File: src/rtl/mtimer_pkg.sv
package mtimer_pkg;

  localparam int ADDR_W = 3;

  localparam logic [ADDR_W-1:0] A_CTRL   = 3'd0;
  localparam logic [ADDR_W-1:0] A_CNT_LO = 3'd1;
  localparam logic [ADDR_W-1:0] A_CNT_HI = 3'd2;
  localparam logic [ADDR_W-1:0] A_CMP_LO = 3'd3;
  localparam logic [ADDR_W-1:0] A_CMP_HI = 3'd4;

  // Control field, bit 0 = run .. bit 3 = pause on core 1 halt
  typedef struct packed {
    logic pause1;
    logic pause0;
    logic fast;
    logic run;
  } ctrl_t;

  localparam ctrl_t CTRL_RESET = '{pause1: 1'b1, pause0: 1'b1, fast: 1'b0, run: 1'b1};

  // One count step is allowed this cycle
  function automatic logic step_ok(ctrl_t c, logic tick, logic h0, logic h1);
    logic rate_hit;
    logic frozen;
    rate_hit = c.fast | tick;
    frozen   = (c.pause0 & h0) | (c.pause1 & h1);
    return c.run & rate_hit & ~frozen;
  endfunction

endpackage

File: src/rtl/mtimer_ctrl_regs.sv
module mtimer_ctrl_regs
  import mtimer_pkg::*;
#(
  parameter int HALF_W = 32
) (
  input  logic              clk,
  input  logic              rst_n,
  input  logic              wr_ctrl,
  input  logic              wr_cmp_lo,
  input  logic              wr_cmp_hi,
  input  logic [HALF_W-1:0] wdata,
  output ctrl_t             ctrl_q,
  output logic [2*HALF_W-1:0] cmp_q
);

  localparam int CW = $bits(ctrl_t);

  always_ff @(posedge clk or negedge rst_n) begin
    if (!rst_n) begin
      ctrl_q <= CTRL_RESET;
      cmp_q  <= '1;
    end else begin
      if (wr_ctrl)   ctrl_q <= ctrl_t'(wdata[CW-1:0]);
      if (wr_cmp_lo) cmp_q[HALF_W-1:0] <= wdata;
      if (wr_cmp_hi) cmp_q[2*HALF_W-1:HALF_W] <= wdata;
    end
  end

endmodule

File: src/rtl/mtimer_counter.sv
module mtimer_counter #(
  parameter int HALF_W = 32
) (
  input  logic                clk,
  input  logic                rst_n,
  input  logic                advance,
  input  logic                wr_lo,
  input  logic                wr_hi,
  input  logic [HALF_W-1:0]   wdata,
  output logic [2*HALF_W-1:0] count_q,
  output logic                lo_wrap
);

  logic [HALF_W-1:0] lo_q, hi_q;
  logic              any_wr;

  assign any_wr  = wr_lo | wr_hi;
  assign lo_wrap = advance & ~any_wr & (&lo_q);
  assign count_q = {hi_q, lo_q};

  always_ff @(posedge clk or negedge rst_n) begin
    if (!rst_n) begin
      lo_q <= '0;
      hi_q <= '0;
    end else if (any_wr) begin
      if (wr_lo) lo_q <= wdata;
      if (wr_hi) hi_q <= wdata;
    end else if (advance) begin
      lo_q <= lo_q + 1'b1;
      if (lo_wrap) hi_q <= hi_q + 1'b1;
    end
  end

endmodule

File: src/rtl/mtimer_compare.sv
module mtimer_compare #(
  parameter int W = 64
) (
  input  logic [W-1:0] count,
  input  logic [W-1:0] cmp,
  output logic         reached
);

  assign reached = (count >= cmp);

endmodule

File: src/rtl/mtimer_top.sv
module mtimer_top
  import mtimer_pkg::*;
#(
  parameter int HALF_W = 32
) (
  input  logic                  clk,
  input  logic                  rst_n,
  input  logic                  wr_en,
  input  logic [ADDR_W-1:0]     addr,
  input  logic [HALF_W-1:0]     wdata,
  output logic [HALF_W-1:0]     rdata,
  input  logic                  tick,
  input  logic                  halt0,
  input  logic                  halt1,
  output logic                  irq
);

  localparam int FULL_W = 2 * HALF_W;
  localparam int CW     = $bits(ctrl_t);

  ctrl_t             ctrl_q;
  logic [FULL_W-1:0] cmp_q;
  logic [FULL_W-1:0] count_q;
  logic              wr_ctrl, wr_cnt_lo, wr_cnt_hi, wr_cmp_lo, wr_cmp_hi;
  logic              advance;
  logic              lo_wrap;

  assign wr_ctrl   = wr_en && (addr == A_CTRL);
  assign wr_cnt_lo = wr_en && (addr == A_CNT_LO);
  assign wr_cnt_hi = wr_en && (addr == A_CNT_HI);
  assign wr_cmp_lo = wr_en && (addr == A_CMP_LO);
  assign wr_cmp_hi = wr_en && (addr == A_CMP_HI);

  assign advance = step_ok(ctrl_q, tick, halt0, halt1);

  mtimer_ctrl_regs #(.HALF_W(HALF_W)) u_regs (
    .clk       (clk),
    .rst_n     (rst_n),
    .wr_ctrl   (wr_ctrl),
    .wr_cmp_lo (wr_cmp_lo),
    .wr_cmp_hi (wr_cmp_hi),
    .wdata     (wdata),
    .ctrl_q    (ctrl_q),
    .cmp_q     (cmp_q)
  );

  mtimer_counter #(.HALF_W(HALF_W)) u_cnt (
    .clk     (clk),
    .rst_n   (rst_n),
    .advance (advance),
    .wr_lo   (wr_cnt_lo),
    .wr_hi   (wr_cnt_hi),
    .wdata   (wdata),
    .count_q (count_q),
    .lo_wrap (lo_wrap)
  );

  mtimer_compare #(.W(FULL_W)) u_cmp (
    .count   (count_q),
    .cmp     (cmp_q),
    .reached (irq)
  );

  always_comb begin
    rdata = '0;
    case (addr)
      A_CTRL:   rdata[CW-1:0] = ctrl_q;
      A_CNT_LO: rdata = count_q[HALF_W-1:0];
      A_CNT_HI: rdata = count_q[FULL_W-1:HALF_W];
      A_CMP_LO: rdata = cmp_q[HALF_W-1:0];
      A_CMP_HI: rdata = cmp_q[FULL_W-1:HALF_W];
      default:  rdata = '0;
    endcase
  end

endmodule

File: config.mk
export PLATFORM = sky130hd
export DESIGN_NAME = mtimer_top
export DESIGN_NICKNAME = d
export VERILOG_FILES = /design/src/rtl/mtimer_pkg.sv /design/src/rtl/mtimer_ctrl_regs.sv /design/src/rtl/mtimer_counter.sv /design/src/rtl/mtimer_compare.sv /design/src/rtl/mtimer_top.sv
export SDC_FILE = /design/constraint.sdc
export NUM_CORES = 1
export LEC_CHECK = 0
export BUFFER_PORTS_ARGS = -buffer_cell sky130_fd_sc_hd__buf_2
export CORE_ASPECT_RATIO = 1.5
export CORE_MARGIN = 4
export CORE_UTILIZATION = 40
export CTS_CLUSTER_DIAMETER = 50
export DETAILED_ROUTE_END_ITERATION = 12
export SLEW_MARGIN = 30
export SYNTH_ARGS = -nofsm -noshare
export SYNTH_HDL_FRONTEND = slang
export SYNTH_SLANG_ARGS = --single-unit
File: constraint.sdc
create_clock -name clk -period 2.8 [get_ports clk]
set_input_delay 0.28 -clock clk [delete_from_list [all_inputs] [get_ports clk]]
set_output_delay 0.28 -clock clk [all_outputs]
set_load 0.005 [all_outputs]
* Word level (Yosys, flattened, before mapping)
Cells that the tools add are included.
** Word-level totals
- Register bits after elaboration :: 132
- Input bits :: 41
- Output and inout port bits :: 33
- Word-level logic and storage cells :: 48
** Operators by class
- $add $sub $neg :: 2
- Order comparisons :: 1
- Equality and inequality tests :: 6
- Multiplexer cells :: 9
- Bitwise operators :: 11
- Reductions and logical operators :: 11
** Operators by type and width (number)
- 32-bit two-way mux :: 7
- 28-bit one-hot mux with 4 select lines :: 1
- 32-bit by 1-bit adder with 32-bit output (second input constant) :: 2
- 64-bit greater-or-equal comparator :: 1
- 32-bit AND reduction :: 1
- 4-bit one-hot mux with 5 select lines :: 1
- 1-bit AND :: 6
- 3-bit by 2-bit == test with 1-bit output (second input constant) :: 2
- 1-bit logical AND :: 5
- 2-bit by 1-bit != test with 1-bit output (second input constant) :: 2
- 2-bit nonzero test :: 2
- 3-bit by 1-bit == test with 1-bit output (second input constant) :: 1
- 3-bit == test (second input constant) :: 1
- 3-bit logical NOT :: 1
- 1-bit bitwise OR :: 3
- 3-bit AND reduction :: 1
- 1-bit NOT :: 2
- 2-bit AND reduction :: 1

* Depth between registers and ports, before layout
Gate-level depths: netlist of run 1.
- Depth in word-level cells :: 9
- Depth in mapped cells :: 10
- Mapped depth without buffers :: 8

* Modules after synthesis
A second synthesis of run 1 with hierarchy kept.
** Unflattened totals
- Cells, all modules :: 1019
- Area, all modules :: 9658.0 µm²
** By module, submodules not included
- mtimer_counter :: instances 1, cells an instance 513, area each 4120.2 µm², seq. area each 1601.5 µm²
- mtimer_ctrl_regs :: instances 1, cells an instance 144, area each 2919.0 µm², seq. area each 1785.5 µm²
- mtimer_compare :: instances 1, cells an instance 228, area each 1581.5 µm², seq. area each 0.0 µm²
- mtimer_top :: instances 1, cells an instance 134, area each 1037.2 µm², seq. area each 0.0 µm²

* Worst setup path before layout of run 1
Ideal clock, no wire load.
- Path type :: reg2reg
- Start :: reg u_cnt.lo_q[6]
- End :: reg u_cnt.hi_q[0]
- Setup time :: 131 ps
- Arrival time :: 2114 ps
- Required time :: 2669 ps
- Slack :: 555 ps
- Cell stages (with the launch flop) :: 9
- Buffers on the path :: 2
- Period minus slack after synthesis :: 2245 ps
- Cells stage by stage :: dfrtp_1 clkbuf_1 nand4_1 or4_4 or3_4 o21a_2 buf_6 o31ai_2 o31ai_1
** Between the ends
- Cells in the longest elaborated chain, start to end :: 4
** Ends and longest elaborated chain
- start, declared :: RTL line mtimer_counter.sv:14 : logic [HALF_W-1:0] lo_q, hi_q;
- start signal, assigned :: RTL line mtimer_counter.sv:26 : if (wr_lo) lo_q <= wdata;
- start signal, assigned :: RTL line mtimer_counter.sv:29 : lo_q <= lo_q + 1'b1;
- 32-bit AND reduction :: RTL line mtimer_counter.sv:18 : assign lo_wrap = advance & ~any_wr & (&lo_q);
- 1-bit AND :: RTL line mtimer_counter.sv:18
- 2-bit nonzero test (no source line)
- 3-bit AND reduction (no source line)
- end signal, assigned :: RTL line mtimer_counter.sv:27 : if (wr_hi) hi_q <= wdata;
- end signal, assigned :: RTL line mtimer_counter.sv:30 : if (lo_wrap) hi_q <= hi_q + 1'b1;
- end, declared :: RTL line mtimer_counter.sv:14
No other way between the ends.
A chain may end at the register's enable or synchronous reset.

* Worst setup path in the final report of run 1
- Start :: reg u_regs.cmp_q[34]
- End :: out irq
** Between the ends
- Cells in the longest elaborated chain, start to end :: 1
** Ends and longest elaborated chain
- start, declared :: RTL line mtimer_ctrl_regs.sv:13 : output logic [2*HALF_W-1:0] cmp_q
- start signal, assigned by index :: RTL line mtimer_ctrl_regs.sv:24 : if (wr_cmp_lo) cmp_q[HALF_W-1:0] <= wdata;
- start signal, assigned by index :: RTL line mtimer_ctrl_regs.sv:25 : if (wr_cmp_hi) cmp_q[2*HALF_W-1:HALF_W] <= wdata;
- 64-bit greater-or-equal comparator :: RTL line mtimer_compare.sv:9 : assign reached = (count >= cmp);
- end, declared :: RTL line mtimer_top.sv:15 : output logic irq
No other way between the ends.

==> results of run 1 <==
==> critical path, stage by stage (launching register included) <==
cell and delay (ns):
dfstp_2 0.54, inv_2 0.05, ha_4 0.26, nand4_1 0.17
nor4_2 0.33, nand2_1 0.13, o211ai_1 0.23, a21oi_2 0.06
o31ai_2 0.27, buf_2 0.17
==> final cells by class <==
type | count | share of cell area
multi-input cells | 781 | 0.4893
well taps | 276 | 0.03170
repair buffers | 145 | 0.08969
flip-flops and latches | 132 | 0.3109
clock inverters | 14 | 0.01493
inverters | 70 | 0.02412
clock buffers | 18 | 0.03939
==> registers in the layout, indices dropped and copies added, names as in the netlist <==
name	cells
u_regs.cmp_q	64
u_cnt.hi_q	32
u_regs.ctrl_q	4
u_cnt.lo_q	32
==> placed cells by master (no fill, tap or decap), types with 18 or more instances in the layout <==
master,n
mux2i_1,34
a21oi_1,90
nand2_1,121
nor2_1,39
dfstp_2,67
mux2_2,36
o21ai_0,77
ha_1,63
dfrtp_1,65
a31oi_1,18
nand4_1,22
nand3_1,32
a22oi_1,32
buf_2,72
buf_4,66
inv_1,67
o22ai_1,43
==> logic make-up after synthesis <==
| logic type | count (synthesis) | synth area share |
|---|---|---|
| AOI/OAI and AO/OA | 366 | 0.2521 |
| and+or+nand+nor | 278 | 0.1463 |
| buffers and inverters | 140 | 0.06088 |
| DFF | 132 | 0.3687 |
| muxes | 70 | 0.08118 |
| adders and majority gates | 66 | 0.08989 |
| xor gates and xnor gates | 1 | 0.0009536 |
==> final timing paths <==
| path | from | endpoint | depth (start not counted) |
|---|---|---|---|
| worst max-delay path | u_regs.cmp_q[34] | irq | 9 |
| worst min-delay path | wdata[6] | u_regs.cmp_q[38] | 3 |
| worst max register to register | u_cnt.lo_q[10] | u_cnt.hi_q[21] | 7 |
| worst min register to register | u_regs.cmp_q[48] | u_regs.cmp_q[48] | 2 |
| max in group asynchronous | rst_n | u_regs.cmp_q[35] | 3 |
| min in group asynchronous | rst_n | u_cnt.hi_q[1] | 2 |
==> per-layer routing <==
metal | global-route usage | wire, um | up-vias
met3 | 0.03508 | 1258 | 56
met1 | 0.2826 | 12360 | 4238
met2 | 0.4232 | 15620 | 249
met5 | 0 | 17 | -
met4 | 0.09576 | 992 | 2
li1 | - | - | 4088
==> timing repair <==
| item | 4_1_cts | 5_1_grt |
|---|---|---|
| resized for setup | 10 | 2 |
| setup endpoints to repair | 1 | 1 |
| hold buffers | 1 | 0 |
| cloned | 0 | 0 |
| hold endpoints to repair | 31 | 0 |
| pin swaps | 7 | 0 |
==> power by group through the flow <==
stage                     clock network, uW  logic (uW)  registers, uW
after CTS                              2320        3320           3150
after global routing                   2400        3740           3230
after floorplan                           0        2000           3070
after detailed placement                  0        3240           3160
final                                  2290        3330           3150
after global placement                    0        3190           3140
==> metrics by stage <==
stage          area (um^2)  setup TNS (ns)  total power [uW]  hold slack [ns]  setup slack (ns)
2_1_floorplan         9186               0              5076         -0.01559            0.5548
3_3_place_gp         10220               0              6327           0.2921            0.1519
3_5_place_dp         10220               0              6405           0.3047            0.1543
4_1_cts              10890         -0.1262              8791          0.08372           -0.1262
5_1_grt              10900         -0.2322              9377           0.1069           -0.2322
6_report             10900         -0.1246              8772          0.09527           -0.1246
==> impl_metrics.toml, run 1 <==
[floorplanning]
row_count = 67
boundaryPins = 74
die_w_um = 131.7
chipHeight_um = 193.6
core-area_um2 = 22470
initial_utilization = 0.4089
fp.dieArea_um2 = 25500

[pwr]
p_switching_uw = 3332
peakVddDrop_v = 0.0004506
pwr-share-comb = 0.380
power_density_nw_per_um2 = 805.1
pwr-share-seq = 0.359
clockPowerShare = 0.261
swShare = 0.3799
p_int_uw = 5440
leakage_uw = 0.004791

[timing]
setup_slack_ns = -0.1246
slew_headroom = 0.3931
hold_viol_final = 0
rsz0062_at_grt = "yes"
setup_viol_count_final = 1
period_needed_ns = 2.925
fin_crit_sh = 1.045
fmax_ghz = 0.3419
skew_ns = 0.009920
tightest_slew_ns = 0.9103
slew_viol_final = 0

[global_routing]
antenna_found_initial = 1
grt_pass1_vias = 8644
grt_overflow = 0
grt_pass1_wl_mm = 47.80
grt_usage = 0.2363
grt_max_degree = 60

[cells_and_area]
instances_no_fill = 1436
area.sequential_um2 = 3387
syn2layout_area_growth_pct = 18.60
multiInputGateArea_um2 = 5331
drive_above_1_share = 0.2716
n_antenna_cell = 0
nFillCells = 2177
final_util = 0.4850
fin_nets = 1254

[cts]
clk-insertion-delay-late_ns = 0.44
cts_buffers = 17
clock_tree.buffer_depth = 2
htreeDepth = 4
ctsRootBufferMaster = "clkbuf_16"
cts.sinks = 132
post_cts_buffers = 0
cts_tree = "done"
path_clk_slew_ns = 0.06

[synth]
synth_flop_cell = "dfstp_2"
synth_enable_flop_cells = 0
yosysWarnings = 0
syn_area_um2 = 9186
synth_nets = 1160
yosys.area.top_type_share = 0.1916
ys_seq_area_frac = 0.3687
ys_top_cells_by_count = "nand2_1, a21oi_1, o21ai_0, inv_1, dfstp_2"
synth_cell_type_count = 70
syn_inst = 1053
synth_area_leaders = "dfstp_2, dfrtp_1, ha_1"
yosysTopAreaCell = "dfstp_2"
avgSynthCellArea_um2 = 8.724
synth.most_common_cell = "nand2_1"
async_reset_ff_frac = 1.000
synth-seq-cells = 132

[drt]
drt-pass1-iter-count = 4
final_antenna_net_count = 0
routed_wl_mm = 30.25
drcViolationCount = 0
viasPerCell = 6.012
vias = 8633
drtIter0Drc = 527
wire_per_inst_um = 21.07

[setup_path]
crit_path_max_fanout = 2
path_class = "reg -> out"
crit_path_end_kind = "output pin"
cp-start-kind = "register"
crit_arrival_ns = 2.64
r2r_slack_ns = 0.25
worstPathRequired_ns = 2.52

[status]
violations = "setup timing"
outcome = "finished, violations left"

[placement]
place_inst = 1403
dp_hpwl_mm = 22.31
gp_congestion = 0.8937
io_buffer_count = 73

[worst_hold_path]
hold_path_class = "in -> reg"

[flow_run]
max-cap-violations = 0
Power figures use the tool's default switching activity.
==> run 2: changes to the inputs <==
Settings changed: ABC_AREA set to 1.
==> impl_metrics.toml, run 2 <==
[status]
outcome = "completed"

[floorplanning]
die_w_um = 134.6
fp.dieArea_um2 = 26620
chipHeight_um = 197.8
initial_utilization = 0.4063
boundaryPins = 74
row_count = 69
core-area_um2 = 23660

[setup_path]
crit_path_max_fanout = 2
worst-r2r-cell-count = 12
worstPathRequired_ns = 2.52
reg2reg_to = "u_cnt.hi_q[28]"
cp-start-kind = "register"
timing.rr.start = "u_cnt.hi_q[1]"
crit_arrival_ns = 2.45
path_class = "reg -> out"
crit_start = "u_regs.cmp_q[27]"
crit_path_end = "irq"
crit_path_end_kind = "output pin"
r2r_slack_ns = 0.53

[timing]
fmax_ghz = 0.3661
slew_headroom = 0.5317
hold_viol_final = 0
period_needed_ns = 2.731
fin_crit_sh = 0.9755
fin_setup_tns_ns = 0
skew_ns = 0.01230
rsz0062_at_grt = "no"
tightest_slew_ns = 0.7024
setup_viol_count_final = 0
slew_viol_final = 0

[cts]
clock_tree.buffer_depth = 2
htreeDepth = 4
clk-insertion-delay-late_ns = 0.44
post_cts_buffers = 0
path_clk_slew_ns = 0.07
cts.sinks = 132
ctsRootBufferMaster = "clkbuf_16"
cts_buffers = 17
cts_tree = "done"

[placement]
gp_congestion = 0.9214
io_buffer_count = 73
dp_hpwl_mm = 25.02

[drt]
drt-pass1-iter-count = 6
wire_per_inst_um = 18.19
routed_wl_mm = 32.80
drtIter0Drc = 634
final_antenna_net_count = 0
vias = 9606
viasPerCell = 5.328
drcViolationCount = 0

[synth]
syn_inst = 1398
yosysWarnings = 0
synth_xor_xnor_area_share = 0.01549
synth_nets = 1505
ys_top_cells_by_count = "nand2_1, inv_1, nor2_1, o21ai_0, a21oi_1"
synth.most_common_cell = "nand2_1"
synth.area.mux_share = 0
synth_compound_area_frac = 0.1784
synth-seq-cells = 132
synthAdderAreaFrac = 0.08593
synth_flop_cell = "dfstp_2"
synth-simple-area-share = 0.2704
syn_area_um2 = 9610
async_reset_ff_frac = 1.000
ys_seq_area_frac = 0.3524
synth_enable_flop_cells = 0
synth_cell_type_count = 44
yosysTopAreaCell = "dfstp_2"
synth_area_leaders = "dfstp_2, dfrtp_1, nand2_1"
synth_top_family_by_area = "simple AND/OR/NAND/NOR gates"
yosys.area.top_type_share = 0.1832
avgSynthCellArea_um2 = 6.874

[pwr]
p_switching_uw = 3489
swShare = 0.4065
clockPowerShare = 0.268
peakVddDrop_v = 0.0005463
pwr-share-comb = 0.363
leakage_uw = 0.005340
pwr-share-seq = 0.369
p_int_uw = 5093
power_density_nw_per_um2 = 773.2

[global_routing]
grt_pass1_vias = 9470
grt_overflow = 0
grt_pass1_wl_mm = 51.76
grt_max_degree = 69
antenna_found_initial = 0
grt_usage = 0.2511

[cells_and_area]
drive_above_1_share = 0.1550
fin_nets = 1578
multiInputGateArea_um2 = 5383
final_cell_mix = "nand2_1, inv_1, nor2_1"
n_antenna_cell = 0
area.sequential_um2 = 3387
nFillCells = 2561
reg.largest.list = "u_regs.cmp_q: 64 flops, u_cnt.hi_q: 32 flops, u_cnt.lo_q: 32 flops"
largest-register = "u_regs.cmp_q"
syn2layout_area_growth_pct = 15.49
final_util = 0.4692
largest_register_ffs = 64
layout_commonest_cell = "nand2_1"

[worst_hold_path]
hold_path_class = "in -> reg"

[flow_run]
max-cap-violations = 0
## run 2: logic make-up (layout without fill, tap and decap cells)
group	Yosys count	in the layout
AO/OA/AOI/OAI	302	302
XOR/XNOR	17	17
AND/OR/NAND/NOR	647	647
adder cells (fa/ha/maj)	66	66
flip-flops	132	132
buffers and inverters	234	320
## run 2: worst max-delay path, stage by stage, from the launching register on
cell,delay [ns]
dfstp_2,0.52
inv_1,0.06
ha_1,0.31
a21oi_1,0.19
o21ai_0,0.12
nand2_1,0.07
o211ai_1,0.16
nor2_1,0.17
nand2_1,0.12
nand2_1,0.07
nand2_1,0.08
buf_2,0.14
## run 2: repair_timing
action / CTS / global route
hold buffers: 1 / 0
resized for setup: 4 / 13
cloned: 0 / 0
endpoints found under the setup margin: 1 / 1
pin swaps: 0 / 7
endpoints found under the hold margin: 42 / 0
## run 2: worst min-delay path by stage
| stage | from | to | depth (start not counted) |
|---|---|---|---|
| final | wdata[6] | u_regs.cmp_q[6] | 3 |
| after CTS | wdata[6] | u_regs.cmp_q[6] | 3 |
| after floorplan | rst_n | u_cnt.hi_q[0] | 0 |
| after detailed placement | rst_n | u_cnt.hi_q[21] | 1 |
| after global placement | rst_n | u_cnt.hi_q[21] | 1 |
| after global routing | wdata[5] | u_regs.cmp_q[5] | 3 |
## run 2: layer usage
metal,wire (um),vias to the layer above,track usage
li1,-,4722,-
met1,13180,4500,0.2981
met2,16400,310,0.4409
met3,1748,74,0.04347
met4,1474,0,0.1162
met5,0,-,0
## run 2: stage by stage
stage          cells  instance area, um^2  hold slack (ns)  power [uW]  setup slack (ns)
6_report        1803                11100          0.09757        8582           0.06851
5_1_grt         1803                11100           0.1033        9209          0.002826
4_1_cts         1803                11030          0.08889        8513           0.02512
3_5_place_dp    1770                10420           0.3574        6171            0.3658
3_3_place_gp    1770                10420           0.3442        6114            0.3597
2_1_floorplan   1398                 9610         -0.01559        4999            0.9696
## run 2: final cells by class
class                   count  area share
repair buffers            102     0.05783
inverters                 186     0.06290
flip-flops and latches    132      0.3052
well taps                 319     0.03596
multi-input cells        1032      0.4850
clock inverters            15     0.01488
clock buffers              17     0.03833
## run 2: power by group through the flow
stage,Sequential (uW),Combinational [uW],Clock (uW)
floorplan,2950,2050,0
finish,3170,3120,2300
CTS,3140,3040,2330
detailed placement,3170,3000,0
global route,3230,3560,2420
global placement,3160,2960,0
